===== src/rtl/vdv_pkg.sv =====
package vdv_pkg;

   typedef enum logic {
      FRZ_RUN  = 1'b0,
      FRZ_HOLD = 1'b1
   } frz_state_e;

   typedef struct packed {
      logic pix;
      logic strobe;
      logic video;
      logic line;
      logic c2;
   } vdv_timing_t;

endpackage


===== src/rtl/vdv_fmt_decode.sv =====
module vdv_fmt_decode #(
   parameter int unsigned FMT_W = 3,
   parameter logic [(1<<FMT_W)-1:0] NARROW_MASK = 'b11
) (
   input  logic [FMT_W-1:0] fmt_sel,
   output logic             is_narrow
);
   localparam int unsigned NCODES = 1 << FMT_W;

   logic [NCODES-1:0] code_hit;

   generate
      if (FMT_W < 1 || FMT_W > 4) begin : g_bad_w
         $error("vdv_fmt_decode: FMT_W out of range");
      end
      if (NARROW_MASK == '0) begin : g_bad_mask
         $error("vdv_fmt_decode: NARROW_MASK selects no code");
      end
      for (genvar c = 0; c < NCODES; c++) begin : g_code
         if (NARROW_MASK[c]) begin : g_on
            assign code_hit[c] = (fmt_sel == FMT_W'(c));
         end else begin : g_off
            assign code_hit[c] = 1'b0;
         end
      end
   endgenerate

   assign is_narrow = |code_hit;

endmodule


===== src/rtl/vdv_freeze_ctl.sv =====
module vdv_freeze_ctl
   import vdv_pkg::*;
(
   input  logic clk,
   input  logic rst_n,
   input  logic cfg_freeze,
   input  logic field_start,
   input  logic field_end,
   output logic hold_next,
   output logic frozen
);
   frz_state_e st_q, st_d;

   always_comb begin
      st_d = st_q;
      unique case (st_q)
         FRZ_RUN:  if (cfg_freeze && field_end)    st_d = FRZ_HOLD;
         FRZ_HOLD: if (!cfg_freeze && field_start) st_d = FRZ_RUN;
         default:  st_d = FRZ_RUN;
      endcase
   end

   always_ff @(posedge clk) begin
      if (!rst_n) st_q <= FRZ_RUN;
      else        st_q <= st_d;
   end

   assign hold_next = (st_d == FRZ_HOLD);
   assign frozen    = (st_q == FRZ_HOLD);

endmodule


===== src/rtl/vdv_wave_gen.sv =====
module vdv_wave_gen (
   input  logic clk,
   input  logic rst_n,
   input  logic act_video,
   input  logic pix_en,
   input  logic hold,
   output logic wave_next
);
   logic wave_q;
   logic video_q;
   logic seg_start;

   assign seg_start = act_video && !video_q;

   always_comb begin
      wave_next = wave_q;
      if (!hold) begin
         if (seg_start)   wave_next = 1'b0;
         else if (pix_en) wave_next = !wave_q;
      end
   end

   always_ff @(posedge clk) begin
      if (!rst_n) begin
         wave_q  <= 1'b0;
         video_q <= 1'b0;
      end else begin
         wave_q  <= wave_next;
         video_q <= act_video;
      end
   end

endmodule


===== src/rtl/vid_dvalid_gen.sv =====
module vid_dvalid_gen
   import vdv_pkg::*;
#(
   parameter int unsigned FMT_W = 3,
   parameter logic [(1<<FMT_W)-1:0] NARROW_MASK = 'b11
) (
   input  logic             clk,
   input  logic             rst_n,
   input  logic [FMT_W-1:0] fmt_sel,
   input  logic             pix_en,
   input  logic             lock_strobe,
   input  logic             act_video,
   input  logic             act_line,
   input  logic             field_start,
   input  logic             field_end,
   input  logic             clk2_phase,
   input  logic             cfg_duty,
   input  logic             cfg_linetime,
   input  logic             cfg_freeze,
   output logic             dvalid,
   output logic             frozen
);
   vdv_timing_t tin;
   logic        narrow;
   logic        hold_next;
   logic        wave_next;
   logic        wide_raw;
   logic        narrow_raw;
   logic        raw;
   logic        dvalid_q;

   assign tin = '{pix: pix_en, strobe: lock_strobe, video: act_video,
                  line: act_line, c2: clk2_phase};

   vdv_fmt_decode #(.FMT_W(FMT_W), .NARROW_MASK(NARROW_MASK)) u_fmt (
      .fmt_sel   (fmt_sel),
      .is_narrow (narrow)
   );

   vdv_freeze_ctl u_frz (
      .clk         (clk),
      .rst_n       (rst_n),
      .cfg_freeze  (cfg_freeze),
      .field_start (field_start),
      .field_end   (field_end),
      .hold_next   (hold_next),
      .frozen      (frozen)
   );

   vdv_wave_gen u_wave (
      .clk       (clk),
      .rst_n     (rst_n),
      .act_video (tin.video),
      .pix_en    (tin.pix),
      .hold      (hold_next),
      .wave_next (wave_next)
   );

   always_comb begin
      wide_raw   = (cfg_duty ? tin.strobe : wave_next)
                 & (cfg_linetime | (tin.video & tin.line));
      narrow_raw = tin.pix & tin.video & tin.line & (!cfg_linetime | tin.c2);
      raw        = narrow ? narrow_raw : wide_raw;
   end

   always_ff @(posedge clk) begin
      if (!rst_n) dvalid_q <= 1'b0;
      else        dvalid_q <= raw & !hold_next;
   end

   assign dvalid = dvalid_q;

endmodule


===== config.mk =====
export PLATFORM = sky130hd
export DESIGN_NAME = vid_dvalid_gen
export DESIGN_NICKNAME = d
export VERILOG_FILES = /design/src/rtl/vdv_pkg.sv /design/src/rtl/vdv_fmt_decode.sv /design/src/rtl/vdv_freeze_ctl.sv /design/src/rtl/vdv_wave_gen.sv /design/src/rtl/vid_dvalid_gen.sv
export SDC_FILE = /design/constraint.sdc
export NUM_CORES = 1
export LEC_CHECK = 0
export ABC_AREA = 1
export CAP_MARGIN = 20
export CORE_AREA = 4 4 41 43
export DETAILED_ROUTE_END_ITERATION = 8
export DIE_AREA = 0 0 45 47
export GPL_ROUTABILITY_DRIVEN = 0
export PLACE_DENSITY_LB_ADDON = 0.25
export SLEW_MARGIN = 20
export SYNTH_ARGS = -nofsm -noshare
export SYNTH_HDL_FRONTEND = slang
export SYNTH_HIERARCHICAL = 1
export SYNTH_SLANG_ARGS = --single-unit

===== constraint.sdc =====
create_clock -name clk -period 2.2 [get_ports clk]
set_clock_uncertainty 0.2 [all_clocks]
set_input_delay 0.44 -clock clk [delete_from_list [all_inputs] [get_ports clk]]
set_output_delay 0.44 -clock clk [all_outputs]
set_load 0.05 [all_outputs]

==> qor.yml <==
status: "complete, no violations"
hold_buffers: 0
yosysWarnings: 6
multi_input_area_um2: 121
ys_seq_area_frac: 0.315
clockBufferDepth: 2
globalRouteOverflowTotal: 0
vdd_drop_max_uv: 174
cts_sinks: 4
die_h_um: 47
cts_tree: "built"
power_density_nw_per_um2: 529
pin_count: 17
final_nets: 78
drc: 0
clockRootBuffer: "clkbuf_4"
setup_ws_ps: 185
final_common_cell: "clkdlybuf4s50_1"
ff_latch_area_um2: 80.1
nFillCells: 155
setup-violations-final: 0
post_cts_buffers: 0
crit_path_top_delay_cell: "clkdlybuf4s50_1"
rr_startpoint: "u_frz/frozen$_SDFF_PN0_"
grt_usage: 0.0617
met3_usage: 0.0690
tns_ps: 0
design_area_um2: 445
initial_core_util: 0.195
startpoint_type: "flip-flop"
dpl_worst_slack_ps: 220
maxCapViolCount: 0
wl_um: 535
yosys_register_bits: 4
crit_path_max_fanout: 3
tightest_slew_ps: 491
required_ps: 1560
max_freq_ghz: 0.496
synth_area_um2: 254
rsz0062_at_grt: "false"
grt-busiest-layer: "met2"
synthXorXnorAreaFrac: 0
clkLatencyLatePin_ps: 240
min-delay-start: "u_wave/wave_q$_SDFF_PN0_"
drtIter0Drc: 1
cts_buffers: 3
rows: 13
path_buf_inv: 1
die-area_um2: 2120
syn_nets: 58
fp.coreArea_um2: 1300
dieWidth_um: 45
first_global_vias: 229
final_cell_mix: "clkdlybuf4s50_1 (15), inv_1 (12), nand2_1 (12)"
path_clk_slew_ps: 40
synth-compound-area-share: 0.0542
grtUsageMet1: 0.0502
htree_num_levels: 1
vias: 278
grt_max_degree: 5
synthCells: 43
startpoint: "u_frz/frozen$_SDFF_PN0_"
antenna_cells: 0
post_cts_resize_count: 0
arrival_ps: 1380
synth_area_leader_cell: "dfxtp_1"
port_buffers: 15
relSlewSlack: 0.672
synthSimpleGateAreaFrac: 0.424
muxShareOfSynthArea: 0
period_share: 0.916
synthAdderAreaFrac: 0
met2_usage: 0.0819
syn_to_final_growth_pct: 75.4
critPathMaxStageDelay_ps: 800
worstSetupEndpointType: "output pin"
hpwl_um: 455
leakage_nw: 0.233
min_period_ps: 2020
ant_nets: 0
syn_avg_cell_area_um2: 5.91
drt_pass1_iterations: 2
synth_top_family_by_area: "simple AND/OR/NAND/NOR gates"
fin_util: 0.342
hold_path_class: "reg -> reg"
hold_viol: 0
cp_cell_sequence: "clkdlybuf4s50_1"
place_area_um2: 423
yosys-top-cells-area: "dfxtp_1 (32%), inv_1 (18%), nand2_1 (18%)"
drv_slew: 0
synth_cell_types: 12
power_w: 0.000236
grt_pass1_wl_um: 807
path_class: "reg -> out"
drive_gt1_frac: 0.180
antenna_found_initial: 0
path_delay_family: "buffers and inverters"
wire_per_inst_um: 7.04
synth_top_area_share: 0.315
vias_per_cell: 3.66
-- metrics by stage --
stage | hold WS, ps | instances
after detailed placement | 349 | 73
after global routing | 378 | 76
after global placement | 355 | 73
final | 354 | 76
after CTS | 355 | 76
after floorplan | 323 | 43
-- tightest hold or removal path: cells and delay by family, from the launching register on --
| family | cells | cell delay (ps) |
|---|---|---|
| buffers and inverters | 1 | 60 |
| flip-flops | 1 | 300 |
| AND/OR/NAND/NOR | 3 | 150 |
-- logic make-up after synthesis --
family	after synthesis
simple gates	23
buf+inv	14
flops	4
compound gates	2
-- where the power goes --
part	internal [W]	leakage, nW	switching (W)
clock	0.0000612	0.0138	0.0000321
combinational	0.0000343	0.187	0.0000291
sequential	0.0000773	0.0330	0.00000161
total	0.000173	0.233	0.0000628
-- cell type report --
cell class	count	share of cell area
repair buffers	15	0.337
multi-input cells	25	0.272
flip-flops and latches	4	0.180
inverters	14	0.118
clock buffers	3	0.0506
well taps	15	0.0421
-- state kept, by name (all words and copies together) (netlist names) --
| signal | flops |
|---|---|
| dvalid | 1 |
| u_wave/wave_q | 1 |
| u_wave/video_q | 1 |
| u_frz/frozen | 1 |
-- path summary, 6_finish.rpt --
path / depth (start not counted) / end / slack, ps
max: 1 / frozen / 180
min: 4 / u_wave/wave_q$_SDFF_PN0_ / 350
max reg2reg: 9 / dvalid$_SDFF_PN0_ / 770
min reg2reg: 4 / u_wave/wave_q$_SDFF_PN0_ / 350
-- layer usage --
| layer | share of wire | vias to the layer above |
|---|---|---|
| met5 | 0 | - |
| met4 | 0 | 0 |
| met2 | 0.43 | 14 |
| met3 | 0.18 | 0 |
| met1 | 0.39 | 107 |
| li1 | - | 157 |
-- cells in the mapped netlist --
cell type and number:
a21oi_1 1, a21oi_2 1, dfxtp_1 4, inv_1 12
inv_2 2, nand2_1 12, nand2_2 3, nand3_1 2
nand3_2 1, nor2_1 3, nor2_2 1, or2_1 1
(Power assumes the default switching activity.)
